**src/rtl/capcmp_pkg.sv**
```systemverilog
package capcmp_pkg;
    typedef enum logic [1:0] {
        ST_PORT    = 2'd0,
        ST_CAPTURE = 2'd1,
        ST_CMP     = 2'd2,
        ST_CMP_BUF = 2'd3
    } chan_state_e;

    localparam logic [1:0] SEL_NONE   = 2'b00;
    localparam logic [1:0] SEL_TOGGLE = 2'b01;
    localparam logic [1:0] SEL_CLEAR  = 2'b10;
    localparam logic [1:0] SEL_SET    = 2'b11;
endpackage

```
**src/rtl/capcmp_edge.sv**
```systemverilog
module capcmp_edge #(
    parameter int STAGES = 2
) (
    input  logic clk,
    input  logic rst_n,
    input  logic pin_in,
    output logic rise,
    output logic fall
);
    localparam int LAST = STAGES - 1;

    logic [LAST:0] chain;
    logic          seen_q;

    genvar g;
    generate
        for (g = 0; g < STAGES; g++) begin : g_sync
            always_ff @(posedge clk or negedge rst_n) begin
                if (!rst_n) begin
                    chain[g] <= 1'b0;
                end else if (g == 0) begin
                    chain[g] <= pin_in;
                end else begin
                    chain[g] <= chain[(g == 0) ? 0 : g - 1];
                end
            end
        end
    endgenerate

    always_ff @(posedge clk or negedge rst_n) begin
        if (!rst_n) seen_q <= 1'b0;
        else        seen_q <= chain[LAST];
    end

    assign rise = chain[LAST] & ~seen_q;
    assign fall = ~chain[LAST] & seen_q;
endmodule

```
**src/rtl/capcmp_regs.sv**
```systemverilog
module capcmp_regs #(
    parameter int W = 16
) (
    input  logic         clk,
    input  logic         rst_n,
    input  logic         buffered,
    input  logic         halted,
    input  logic         wrap,
    input  logic         wr_en,
    input  logic [W-1:0] wr_val,
    input  logic         cap_en,
    input  logic [W-1:0] cap_src,
    output logic [W-1:0] active
);
    logic [W-1:0] act_q;
    logic [W-1:0] pend_q;
    logic         pend_v;
    logic         direct_wr;
    logic         shadow_wr;

    assign direct_wr = wr_en & (~buffered | halted);
    assign shadow_wr = wr_en & buffered & ~halted;

    always_ff @(posedge clk or negedge rst_n) begin
        if (!rst_n) begin
            act_q  <= '0;
            pend_q <= '0;
            pend_v <= 1'b0;
        end else begin
            if (cap_en) begin
                act_q <= cap_src;
            end else if (direct_wr) begin
                act_q <= wr_val;
            end else if (buffered && wrap && pend_v) begin
                act_q  <= pend_q;
            end
            if (wrap || direct_wr) begin
                pend_v <= 1'b0;
            end
            if (shadow_wr) begin
                pend_q <= wr_val;
                pend_v <= 1'b1;
            end
        end
    end

    assign active = act_q;
endmodule

```
**src/rtl/capcmp_ctrl.sv**
```systemverilog
module capcmp_ctrl
    import capcmp_pkg::*;
(
    input  logic        clk,
    input  logic        rst_n,
    input  logic        cfg_we,
    input  logic        cnt_halt,
    input  logic [1:0]  cfg_mode,
    input  logic [1:0]  cfg_edge,
    input  logic        rise,
    input  logic        fall,
    input  logic        match,
    input  logic        flag_clr,
    output chan_state_e state,
    output logic        out_q,
    output logic        flag,
    output logic        pin_oe,
    output logic        cap_en,
    output logic        evt
);
    chan_state_e state_nx;
    logic [1:0]  sel_q;
    logic        cfg_ok;
    logic        cmp_hit;
    logic        out_nx;

    assign cfg_ok = cfg_we & cnt_halt;

    always_comb begin
        state_nx = state;
        if (cfg_ok) begin
            if (cfg_edge == SEL_NONE)   state_nx = ST_PORT;
            else if (cfg_mode == 2'b00) state_nx = ST_CAPTURE;
            else if (cfg_mode == 2'b01) state_nx = ST_CMP;
            else                        state_nx = ST_CMP_BUF;
        end
    end

    always_ff @(posedge clk or negedge rst_n) begin
        if (!rst_n) begin
            state <= ST_PORT;
            sel_q <= SEL_NONE;
        end else begin
            state <= state_nx;
            if (cfg_ok) sel_q <= cfg_edge;
        end
    end

    always_comb begin
        cap_en  = 1'b0;
        cmp_hit = 1'b0;
        pin_oe  = 1'b0;
        unique case (state)
            ST_PORT:    ;
            ST_CAPTURE: cap_en = (sel_q[0] & rise) | (sel_q[1] & fall);
            ST_CMP, ST_CMP_BUF: begin
                cmp_hit = match;
                pin_oe  = 1'b1;
            end
        endcase
        evt = cap_en | cmp_hit;
    end

    always_comb begin
        unique case (sel_q)
            SEL_TOGGLE: out_nx = ~out_q;
            SEL_CLEAR:  out_nx = 1'b0;
            SEL_SET:    out_nx = 1'b1;
            default:    out_nx = out_q;
        endcase
    end

    always_ff @(posedge clk or negedge rst_n) begin
        if (!rst_n) begin
            out_q <= 1'b1;
            flag  <= 1'b0;
        end else begin
            if (cfg_ok && cfg_edge == SEL_NONE) out_q <= ~cfg_mode[0];
            else if (cmp_hit)                   out_q <= out_nx;
            if (evt)           flag <= 1'b1;
            else if (flag_clr) flag <= 1'b0;
        end
    end
endmodule

```
**src/rtl/capcmp_channel.sv**
```systemverilog
module capcmp_channel
    import capcmp_pkg::*;
#(
    parameter int W           = 16,
    parameter int SYNC_STAGES = 2
) (
    input  logic         clk,
    input  logic         rst_n,
    input  logic [W-1:0] cnt_val,
    input  logic         cnt_wrap,
    input  logic         cnt_halt,
    input  logic         cfg_we,
    input  logic [1:0]   cfg_mode,
    input  logic [1:0]   cfg_edge,
    input  logic         val_we,
    input  logic [W-1:0] val_in,
    input  logic         flag_clr,
    input  logic         pin_in,
    output logic         pin_out,
    output logic         pin_oe,
    output logic         flag,
    output logic [W-1:0] cap_val
);
    chan_state_e state;
    logic        rise, fall, match, cap_en, evt;
    logic [W-1:0] active;

    capcmp_edge #(.STAGES(SYNC_STAGES)) u_edge (
        .clk(clk), .rst_n(rst_n), .pin_in(pin_in), .rise(rise), .fall(fall)
    );

    capcmp_regs #(.W(W)) u_regs (
        .clk(clk), .rst_n(rst_n),
        .buffered(state == ST_CMP_BUF), .halted(cnt_halt), .wrap(cnt_wrap),
        .wr_en(val_we), .wr_val(val_in),
        .cap_en(cap_en), .cap_src(cnt_val), .active(active)
    );

    assign match = (cnt_val == active);

    capcmp_ctrl u_ctrl (
        .clk(clk), .rst_n(rst_n), .cfg_we(cfg_we), .cnt_halt(cnt_halt),
        .cfg_mode(cfg_mode), .cfg_edge(cfg_edge),
        .rise(rise), .fall(fall), .match(match), .flag_clr(flag_clr),
        .state(state), .out_q(pin_out), .flag(flag), .pin_oe(pin_oe),
        .cap_en(cap_en), .evt(evt)
    );

    assign cap_val = active;
endmodule

```
**config.mk**
```make
export PLATFORM = sky130hd
export DESIGN_NAME = capcmp_channel
export DESIGN_NICKNAME = d
export VERILOG_FILES = /design/src/rtl/capcmp_pkg.sv /design/src/rtl/capcmp_edge.sv /design/src/rtl/capcmp_regs.sv /design/src/rtl/capcmp_ctrl.sv /design/src/rtl/capcmp_channel.sv
export SDC_FILE = /design/constraint.sdc
export NUM_CORES = 1
export LEC_CHECK = 0
export ABC_CLOCK_PERIOD_IN_PS = 3200
export BUFFER_PORTS_ARGS = -buffer_cell sky130_fd_sc_hd__buf_2
export CORE_MARGIN = 2
export CORE_UTILIZATION = 45
export CTS_CLUSTER_SIZE = 8
export DETAILED_ROUTE_END_ITERATION = 16
export PLACE_DENSITY = 0.71
export SYNTH_ARGS = -nofsm -noshare
export SYNTH_HDL_FRONTEND = slang
export SYNTH_SLANG_ARGS = --single-unit
```
**constraint.sdc**
```tcl
create_clock -name clk -period 3.2 [get_ports clk]
set_input_delay 0.64 -clock clk [delete_from_list [all_inputs] [get_ports clk]]
set_output_delay 0.64 -clock clk [all_outputs]
set_load 0.005 [all_outputs]
```
==> summary.md, run 1 <==
| Metric | Value |
|---|---|
| Status | completed |
| Period utilization | 59.7% |
| Pre-antenna DRT Iters | 4 |
| CP Class | flip-flop to flip-flop |
| Chip Height | ~74 um |
| CP Capture Type | flip-flop |
| 1st-iter DRT viols | 95 |
| Area of the multi-input gates | approximately 1100 um^2 |
| Synth Flop Type | dfrtp_1 |
| Max-cap violations | 0 |
| Initial Utilization | 46.8% |
| Post-route ant nets | 0 |
| Min-delay worst type | flip-flop to flip-flop |
| Total chip power | 0.00166 W |
| Mapped cell area | 2210 um^2 |
| DP Wirelength | 3.39 mm |
| Clock Sinks | 42 |
| RSZ-0062 raised after global routing | false |
| Worst Clk Skew | between 3 and 4 ps |
| Total CTS buffers | 5 |
| #FFs+latches synth | 42 |
| Hold path depth | 0 |
| Hold Path End | u_edge.chain[1]$_DFF_PN0_ |
| CTS Hold Bufs | 0 |
| Post-route cell area | 2650 um^2 |
| Die X | ~74 um |
| Slew Limit Fails | 0 |
| Synth top area share | around 46% |
| CP startpoint kind | flip-flop |
| Layout area overhead | 20.0% |
| # diodes | 0 |
| Cell taking the most area after synthesis | dfrtp_1 |
| Total Wirelength | between 4 and 5 mm |
| Synth Warn # | 0 |
| # port buffers | 62 |
| Hold path start | u_edge.chain[0]$_DFF_PN0_ |
| Post-DP Area | roughly 2600 um^2 |
| Final setup fails | 0 |
| Clock-pin slew on the worst setup and hold paths | 70 ps |
| Synth top cells by count | dfrtp_1 (41), mux2_2 (24), nand2_1 (24), o21ai_0 (19), mux2i_1 (17) |
| Most common cell in the netlist | dfrtp_1 |
| Register area | ~1100 um^2 |
| Worst-skew pair later-pin latency | 290 ps |
| Post-Syn Area per Cell | ~12 um^2 |
| WL/cell | roughly 14 um |
| Number of synthesized flops with an enable pin | 0 |
| Cell variety after synth | 30 |
| Clk buf depth | 2 |
| Slew margin rel. | 38.4% |
| First-pass GRT wire length | 7.69 mm |
| Synth Net Count | 232 |
| Htree depth | 2 |
| Fin nets | 296 |
| Number of global-route vias before repair | around 1600 |
| Gate Count Post-Synth | 188 |
| Layout cells sized above 1 | 43.3% |
| Worst path required time | 3380 ps |
| Total global routing overflow | 0 |
| Peak supply drop | 319 uV |
| Synth area leaders | dfrtp_1 (46%), mux2_2 (12%), mux2i_1 (7.7%), mux2_4 (6.8%), xor2_1 (4.4%) |
| Initial antenna violation count | 0 |
| CTS root buffer | clkbuf_8 |
| Path depth of the worst reg2reg path | 6 |
| Post-CTS Setup Inserts | 0 |
| Vias per cell | ~5 |
| Core outline area | between 4000 and 5000 um^2 |
| Total global-route track usage | 18.7% |
| Max Clock Freq | 0.524 GHz |
| Worst r2r src | u_ctrl.state[1]$_DFFE_PN0P_ |
| Routed vias | 1612 |
| Hold Vio Cnt, Final | 0 |
| # fillers | roughly 430 |
| Site row count | 25 |
| Largest net degree at the start of global routing | 43 |
| Pleak | 1.27 nW |
| Fin Setup TNS | 0 ps |
| Final Wtd Congestion | 0.773 |
| R2r setup slk | 1290 ps |
| Slew @ Worst Pin | roughly 900 ps |
| Seq/Total Area, Yosys | 47.6% |
| Die area | 5490 um^2 |
| Post-synth ARST share | 100% |
| Hold_ws | 375 ps |
| I/O pin cnt | 63 |
| DRC | 0 |
| Tmin final | 1910 ps |
| CTS resizes | 0 |
| Reg2reg end | u_regs.active[14]$_DFFE_PN0P_ |
| Power per cell area | 627 nW/um^2 |
| CTS tree | yes |
| Post-Route Utilization | between 50% and 60% |
| Crit path max fanout | 9 |
| CP Data Arrival Time | 2090 ps |
## registers in the layout (all words and copies together), names as in the netlist
register       cells
u_ctrl.sel_q       2
u_edge.chain       2
u_regs.pend_v      1
u_regs.pend_q     16
u_ctrl.flag        1
u_regs.active     16
u_edge.seen_q      1
u_ctrl.out_q       1
u_ctrl.state       2
## worst max-delay path by stage
stage / from / end / slack (ps) / cells after the start
3_3_place_gp: cnt_halt / u_regs.active[14]$_DFFE_PN0P_ / 1040 / 6
4_1_cts: u_ctrl.state[1]$_DFFE_PN0P_ / u_regs.active[14]$_DFFE_PN0P_ / 1270 / 6
5_1_grt: u_ctrl.state[1]$_DFFE_PN0P_ / u_regs.active[10]$_DFFE_PN0P_ / 1130 / 6
6_report: u_ctrl.state[1]$_DFFE_PN0P_ / u_regs.active[14]$_DFFE_PN0P_ / 1290 / 6
3_5_place_dp: cnt_halt / u_regs.active[14]$_DFFE_PN0P_ / 1030 / 6
2_1_floorplan: cnt_halt / u_regs.active[5]$_DFFE_PN0P_ / 1430 / 5
## worst max-delay path, cell delays in order, from the launching register on
cell and delay [ps]:
dfrtp_1 460, nand2_2 110, o21ai_4 370, buf_4 290, mux2i_1 210, o21ai_0 80
mux2_2 260
## cell type report
class	instances	share of cell area, %
Clock buffer	7	2.88
Inverter	2	0.283
Tap cell	67	3.16
Multi-Input combinational cell	137	41.8
Timing Repair Buffer	64	12.3
Sequential cell	42	39.7
## kinds of logic (layout without fill, tap and decap cells)
logic type                after synthesis  after routing  share of synthesized area [%]
AOI/OAI and AO/OA                      25             25                           6.51
xor gates and xnor gates               17             17                           6.73
buffers and inverters                   9             73                           2.26
muxes                                  51             51                           26.7
DFF                                    42             42                           47.6
and+or+nand+nor                        44             44                           10.2
## power breakdown
| part | leakage, nW | internal [W] | total, W | switching, W |
|---|---|---|---|---|
| clock | 0.0383 | 0.000150 | 0.000319 | 0.000169 |
| sequential | 0.507 | 0.000699 | 0.000820 | 0.000121 |
| combinational | 0.728 | 0.000319 | 0.000525 | 0.000206 |
| total | 1.27 | 0.00117 | 0.00166 | 0.000496 |
## placed cells by master (no fill, tap or decap), types with 2 or more instances in the layout
| cell | n |
|---|---|
| nand2_1 | 24 |
| xor2_1 | 11 |
| nor3_1 | 2 |
| mux2_4 | 10 |
| xnor2_1 | 6 |
| inv_1 | 2 |
| o22ai_1 | 2 |
| nor4_1 | 2 |
| nand3b_1 | 3 |
| buf_2 | 62 |
| o21ai_0 | 19 |
| mux2i_1 | 17 |
| nand3_1 | 2 |
| clkbuf_1 | 2 |
| mux2_2 | 24 |
| buf_4 | 2 |
| nor2_1 | 3 |
| clkbuf_8 | 5 |
| dfrtp_1 | 41 |
| nand4_1 | 2 |
## stage by stage
stage               std cells  setup WS (ps)
detailed placement        312           1030
global route              319           1130
floorplan                 188           1430
CTS                       319           1270
finish                    319           1290
global placement          312           1040
## per-layer routing
| metal | vias to the layer above | share of wire [%] | global-route usage (%) |
|---|---|---|---|
| li1 | 787 | - | - |
| met1 | 779 | 42 | 22.9 |
| met2 | 38 | 52 | 31.7 |
| met3 | 8 | 4.7 | 4.74 |
| met5 | - | 0 | 0 |
| met4 | 0 | 1.6 | 7.07 |
No activity file was read; power rests on OpenSTA's default activity.
==> run 2: changes to the inputs <==
--- a/config.mk
+++ b/config.mk
@@ -5,13 +5,14 @@
 export SDC_FILE = /design/constraint.sdc
 export NUM_CORES = 1
 export LEC_CHECK = 0
-export ABC_CLOCK_PERIOD_IN_PS = 3200
+export ABC_AREA = 1
+export ABC_CLOCK_PERIOD_IN_PS = 1980
 export BUFFER_PORTS_ARGS = -buffer_cell sky130_fd_sc_hd__buf_2
 export CORE_MARGIN = 2
 export CORE_UTILIZATION = 45
 export CTS_CLUSTER_SIZE = 8
 export DETAILED_ROUTE_END_ITERATION = 16
-export PLACE_DENSITY = 0.71
+export PLACE_DENSITY = 0.69
 export SYNTH_ARGS = -nofsm -noshare
 export SYNTH_HDL_FRONTEND = slang
 export SYNTH_SLANG_ARGS = --single-unit
==> constraint.sdc (replaced) <==
create_clock -name clk -period 1.98 [get_ports clk]
set_input_delay 0.396 -clock clk [delete_from_list [all_inputs] [get_ports clk]]
set_output_delay 0.396 -clock clk [all_outputs]
set_load 0.005 [all_outputs]
==> summary.md, run 2 <==
| Metric | Value |
|---|---|
| Total chip power | 0.00270 W (+62%) |
| Number of synthesized flops with an enable pin | 0 (unchanged) |
| Site row count | 26 (+4.0%) |
| Clock-pin slew on the worst setup and hold paths | 80 ps (about the same) |
| Most common cell in the netlist | nand2_1 |
| Cell variety after synth | 23 (-23%) |
| Total Wirelength | 5.87 mm (+29%) |
| Number of global-route vias before repair | 2179 (+33%) |
| CP Class | flip-flop to flip-flop |
| Largest net degree at the start of global routing | 34 (-21%) |
| I/O pin cnt | 63 (unchanged) |
| Hold Path End | u_edge.chain[0]$_DFF_PN0_ |
| CTS resizes | 0 (unchanged) |
| Clk buf depth | 2 (unchanged) |
| Synth top area share | 41.5% (-4.9 points) |
| CTS Hold Bufs | 1 (+1) |
| Total global routing overflow | 0 (unchanged) |
| Synth Flop Type | dfrtp_1 |
| Synth area leaders | dfrtp_1 (42%), nand2_1 (20%), o21ai_0 (11%), inv_1 (9.9%), o21ai_1 (3.2%) |
| Met2 wire len | 2.69 mm (+14%) |
| Post-synth ARST share | 100% (unchanged) |
| Chip Height | 78.1 um (+5.4%) |
| Synth Warn # | 0 (unchanged) |
| Die X | 78.1 um (+5.4%) |
| Hold_ws | 210 ps (-165 ps) |
| RSZ-0062 raised after global routing | false |
| Synth top cells by count | nand2_1 (129), inv_1 (65), o21ai_0 (56), dfrtp_1 (41), nor2_1 (21) |
| Tmin final | 1620 ps (-292 ps) |
| Post-CTS Setup Inserts | 0 (unchanged) |
| Initial Utilization | 47.5% (+0.67 points) |
| First-pass GRT wire length | 9.83 mm (+28%) |
| DP Wirelength | 4.59 mm (+35%) |
| CP startpoint kind | flip-flop |
| Final setup fails | 0 (unchanged) |
| Most frequent cells in the layout | nand2_1 (129), inv_1 (65), buf_2 (62) |
| Crit path max fanout | 16 (+7) |
| Status | completed |
| CTS tree | yes |
| CTS root buffer | clkbuf_8 |
| DRC | 0 (unchanged) |
| Register area | 1050 um^2 (unchanged) |
| Cell taking the most area after synthesis | dfrtp_1 |
| DR WL met3 | 342 um (+59%) |
| Dpl cells | 494 (+58%) |
| M1 WL | 2.77 mm (+46%) |
| Die area | 6100 um^2 (+11%) |
| Hold path depth | 1 (+1) |
| Slew Limit Fails | 0 (unchanged) |
| Worst-skew pair later-pin latency | 290 ps (about the same) |
| Post-route ant nets | 0 (unchanged) |
| Final Wtd Congestion | 0.858 (+11%) |
| Power per cell area | 912 nW/um^2 (+45%) |
| Slew @ Worst Pin | 376 ps (-548 ps) |
| Path depth of the worst reg2reg path | 6 (unchanged) |
| Vias per cell | 4.64 (-8.3%) |
| Non-filler instance count after layout | 503 (+58%) |
| # diodes | 0 (unchanged) |
| Core outline area | 5200 um^2 (+10%) |
| Htree depth | 2 (unchanged) |
| WL/cell | 11.7 um (-18%) |
| Slew margin rel. | 74.8% (+36 points) |
| Layout area overhead | 20.0% (about the same) |
| Layout cells sized above 1 | 18.9% (-24 points) |
| Total CTS buffers | 5 (unchanged) |
| Area of the multi-input gates | 1100 um^2 (-1.0%) |
| Post-Syn Area per Cell | 6.72 um^2 (-43%) |
| 1st-iter DRT viols | 142 (+49%) |
| Min-delay worst type | input port to flip-flop |
| Routed vias | 2332 (+45%) |
| Fin Setup TNS | 0 ps (unchanged) |
| Clock Sinks | 42 (unchanged) |
| DR top layer | met4 |
| Gate Count Post-Synth | 368 (+96%) |
| Mapped cell area | 2470 um^2 (+12%) |
| # fillers | 541 (+26%) |
| Pleak | 1.65 nW (+30%) |
| Worst r2r src | u_ctrl.state[1]$_DFFE_PN0P_ |
| Reg2reg end | u_regs.active[6]$_DFFE_PN0P_ |
| Seq/Total Area, Yosys | 42.6% (-5.0 points) |
| Worst path required time | 2160 ps (-1220 ps) |
| Worst Clk Skew | 5.90 ps (+2.53 ps) |
| Max Clock Freq | 0.618 GHz (+18%) |
| Post-Route Utilization | 57.0% (+0.79 points) |
| Total global-route track usage | 20.4% (+1.7 points) |
| CP Capture Type | flip-flop |
| Commonest non-fill, non-tap cell in the layout | nand2_1 |
| CP Data Arrival Time | 1800 ps (-290 ps) |
| Max-cap violations | 0 (unchanged) |
| Peak supply drop | 539 uV (+69%) |
| Hold Vio Cnt, Final | 0 (unchanged) |
| Fin nets | 476 (+61%) |
| Pre-antenna DRT Iters | 5 (+1) |
| Initial antenna violation count | 0 (unchanged) |
| Period utilization | 81.7% (+22 points) |
| Synth Net Count | 412 (+78%) |
| #FFs+latches synth | 42 (unchanged) |
| # port buffers | 62 (unchanged) |
| R2r setup slk | 360 ps (-930 ps) |
| Hold path start | pin_in |
run 2: cells by family after synthesis:
| logic type | synth area share (%) |
|---|---|
| XOR/XNOR | 1.06 |
| flip-flops | 42.6 |
| AO/OA/AOI/OAI | 17.3 |
| buffers and inverters | 13.0 |
| AND/OR/NAND/NOR | 26.1 |
run 2: final cells by class:
class,instances,share of cell area (%)
Clock buffer,7,2.91
Clock inverter,1,0.169
Inverter,65,8.23
Multi-Input combinational cell,247,37.0
Sequential cell,42,35.5
Tap cell,70,2.95
Timing Repair Buffer,71,13.2
run 2: routing by layer:
layer  vias to the layer above  global-route usage [%]
li1                       1259                       -
met1                      1002                    28.7
met2                        64                    31.7
met3                         7                    4.60
met4                         0                    5.61
met5                         -                       0
run 2: worst max path at each step:
stage	endpoint	from	slack, ps	cells after the start
2_1_floorplan	u_regs.active[10]$_DFFE_PN0P_	u_ctrl.sel_q[1]$_DFFE_PN0P_	680	6
3_3_place_gp	u_regs.active[9]$_DFFE_PN0P_	cnt_halt	420	6
3_5_place_dp	u_regs.active[6]$_DFFE_PN0P_	cnt_halt	360	6
4_1_cts	u_regs.active[6]$_DFFE_PN0P_	u_ctrl.state[1]$_DFFE_PN0P_	380	6
5_1_grt	u_regs.active[6]$_DFFE_PN0P_	u_ctrl.state[1]$_DFFE_PN0P_	240	7
6_report	u_regs.active[6]$_DFFE_PN0P_	u_ctrl.state[1]$_DFFE_PN0P_	360	6
run 2: critical path: stages, from the launching register on:
cell     delay (ps)
dfrtp_1         420
nand2_2         120
o21ai_4         340
buf_4           240
o21ai_0         100
o21ai_0         210
o21ai_1          90
run 2: power by group:
group | internal (W) | total, W | switching [W] | leakage [nW]
combinational | 0.000374 | 0.000858 | 0.000484 | 1.08
clock | 0.000282 | 0.000571 | 0.000290 | 0.0482
sequential | 0.00109 | 0.00127 | 0.000185 | 0.523
total | 0.00175 | 0.00270 | 0.000958 | 1.65
run 2: stage by stage:
stage | cell area [um^2] | setup slack [ps]
floorplan | 2470 | 681
global placement | 2860 | 415
detailed placement | 2860 | 358
CTS | 2970 | 376
global route | 2970 | 242
finish | 2970 | 362
==> run 3: changes to the inputs <==
--- a/config.mk
+++ b/config.mk
@@ -6,7 +6,7 @@
 export NUM_CORES = 1
 export LEC_CHECK = 0
 export ABC_AREA = 1
-export ABC_CLOCK_PERIOD_IN_PS = 1980
+export ABC_CLOCK_PERIOD_IN_PS = 1600
 export BUFFER_PORTS_ARGS = -buffer_cell sky130_fd_sc_hd__buf_2
 export CORE_MARGIN = 2
 export CORE_UTILIZATION = 45
==> constraint.sdc (replaced) <==
create_clock -name clk -period 1.6 [get_ports clk]
set_input_delay 0.32 -clock clk [delete_from_list [all_inputs] [get_ports clk]]
set_output_delay 0.32 -clock clk [all_outputs]
set_load 0.005 [all_outputs]
==> summary.md, run 3 (same netlist as run 2, synthesis figures left out) <==
| Metric | Value |
|---|---|
| Status | completed |
| Largest net degree at the start of global routing | 43 (+26%) |
| Clock-pin slew on the worst setup and hold paths | 80 ps (about the same) |
| Number of global-route vias before repair | 2098 (-3.7%) |
| RSZ-0062 raised after global routing | false |
| Total CTS buffers | 5 (unchanged) |
| Total global routing overflow | 0 (unchanged) |
| Crit path max fanout | 21 (+5) |
| 1st-iter DRT viols | 163 (+15%) |
| Routed vias | 2383 (+2.2%) |
| Worst Clk Skew | 5.31 ps (-0.593 ps) |
| Slew @ Worst Pin | 276 ps (-100 ps) |
| Fin nets | 474 (-0.42%) |
| Most frequent cell on the critical path | o21ai_1 |
| CP Capture Type | flip-flop |
| Slew margin rel. | 81.6% (+6.8 points) |
| Clock Sinks | 42 (unchanged) |
| Commonest non-fill, non-tap cell in the layout | nand2_1 |
| Net Sw Frac | 35.5% (about the same) |
| Total global-route track usage | 19.9% (-0.44 points) |
| Post-route ant nets | 0 (unchanged) |
| Sequential fraction of design power | 46.9% (-0.2 points) |
| CTS tree | yes |
| Initial Utilization | 47.5% (unchanged) |
| Max Clock Freq | 0.712 GHz (+15%) |
| Initial antenna violation count | 0 (unchanged) |
| Final worst setup slack | 195 ps (-168 ps) |
| Die area | 6100 um^2 (unchanged) |
| CP startpoint kind | flip-flop |
| Power per cell area | 1130 nW/um^2 (+24%) |
| Clk buf depth | 2 (unchanged) |
| Worst path cell trace | nor2_1 -> and3_2 -> buf_6 -> nand2_1 -> o21ai_1 -> o21ai_1 |
| Delay-heaviest family, CP | simple AND/OR/NAND/NOR gates |
| Most frequent cells in the layout | nand2_1 (129), inv_1 (65), buf_2 (62) |
| Total chip power | 0.00336 W (+24%) |
| Sw power | 0.00119 W (+24%) |
| Pint | 0.00217 W (+24%) |
| Tmin final | 1410 ps (-212 ps) |
| I/O pin cnt | 63 (unchanged) |
| Htree depth | 2 (unchanged) |
| Combinational Power Share | 31.8% (about the same) |
| Fin Setup TNS | 0 ps (unchanged) |
| Layout area overhead | 20.6% |
| # diodes | 0 (unchanged) |
| First-pass GRT wire length | 9.52 mm (-3.2%) |
| Pleak | 1.65 nW (about the same) |
| Min-delay worst type | input port to flip-flop |
| Site row count | 26 (unchanged) |
| Pre-antenna DRT Iters | 5 (unchanged) |
| Pre-CTS setup slack | 147 ps (-211 ps) |
| Layout cells sized above 1 | 18.8% (-0.14 points) |
| CP Data Arrival Time | 1580 ps (-220 ps) |
| Core outline area | 5200 um^2 (unchanged) |
| Peak supply drop | 524 uV (-2.7%) |
| CTS root buffer | clkbuf_8 |
| # port buffers | 62 (unchanged) |
| DP Wirelength | 4.40 mm (-4.2%) |
| Slew Limit Fails | 0 (unchanged) |
| Slowest stage delay, CP | 420 ps (about the same) |
| Hold_ws | 132 ps (-77.7 ps) |
| Worst-skew pair later-pin latency | 290 ps (about the same) |
| Worst path bufs/invs | 1 (unchanged) |
| Final setup fails | 0 (unchanged) |
| Share of total power in the clock network | 21.3% (+0.2 points) |
| Max-cap violations | 0 (unchanged) |
| CP Class | flip-flop to flip-flop |
| Final Wtd Congestion | 0.819 (-4.6%) |
| Die X | 78.1 um (unchanged) |
| Worst path slowest cell | dfrtp_1 |
| Vias per cell | 4.76 (+2.6%) |
| DRC | 0 (unchanged) |
| Chip Height | 78.1 um (unchanged) |
| Hold Vio Cnt, Final | 0 (unchanged) |
| WL/cell | 11.5 um (-1.4%) |
| Worst path required time | 1780 ps (-380 ps) |
| Period utilization | 87.8% (+6.1 points) |
| Total Wirelength | 5.76 mm (-1.8%) |
run 3: changes by cell type in the layout (fill, tap and decap cells not counted), sizes merged:
cell,delta
buf,-2
run 3: routing by layer:
metal / up-vias / routed length, um / GRT usage, %
met2: 71 / 2690 / 32.0
met3: 9 / 336 / 4.02
met1: 1047 / 2660 / 27.2
li1: 1256 / - / -
met4: 0 / 79 / 6.32
met5: - / 0 / 0
run 3: layout make-up:
type	instances	area, um^2
fill	535	2220
multi-input combinational	247	1100
sequential	42	1050
timing repair buffer	69	407
inverter	65	244
tap	70	87.6
clock buffer	7	86.3
clock inverter	1	5.00
run 3: stage by stage:
step / instances / util [%] / cell area, um^2
floorplan: 368 / - / 2470
global placement: 492 / 55.2 / 2870
detailed placement: 492 / 55.2 / 2870
CTS: 501 / 57.2 / 2980
global route: 501 / 57.3 / 2980
finish: 501 / 57.3 / 2980
run 3: path summary, 6_finish.rpt:
kind	from	end	slack, ps	cells past startpoint
max in group asynchronous	rst_n	u_ctrl.out_q$_DFFE_PN1P_	810	3
min	pin_in	u_edge.chain[0]$_DFF_PN0_	130	1
min reg2reg	u_edge.chain[0]$_DFF_PN0_	u_edge.chain[1]$_DFF_PN0_	350	0
min in group asynchronous	rst_n	u_regs.pend_q[10]$_DFFE_PN0P_	520	3
max	u_ctrl.state[1]$_DFFE_PN0P_	u_regs.active[11]$_DFFE_PN0P_	190	6
max reg2reg	u_ctrl.state[1]$_DFFE_PN0P_	u_regs.active[11]$_DFFE_PN0P_	190	6
run 3: what timing repair did:
action	in CTS	in global routing
endpoints found under the setup margin	0	9
buffers inserted	0	0
endpoints found under the hold margin	32	0
hold buffers	1	0
resized for setup	0	3
run 3: power groups by stage:
stage,sequential [W],clock (W),combinational [W]
after floorplan,0.00156,0,0.000688
after global placement,0.00158,0,0.00105
after detailed placement,0.00159,0,0.00107
after CTS,0.00157,0.000723,0.00108
after global routing,0.00162,0.000769,0.00125
final,0.00158,0.000714,0.00107
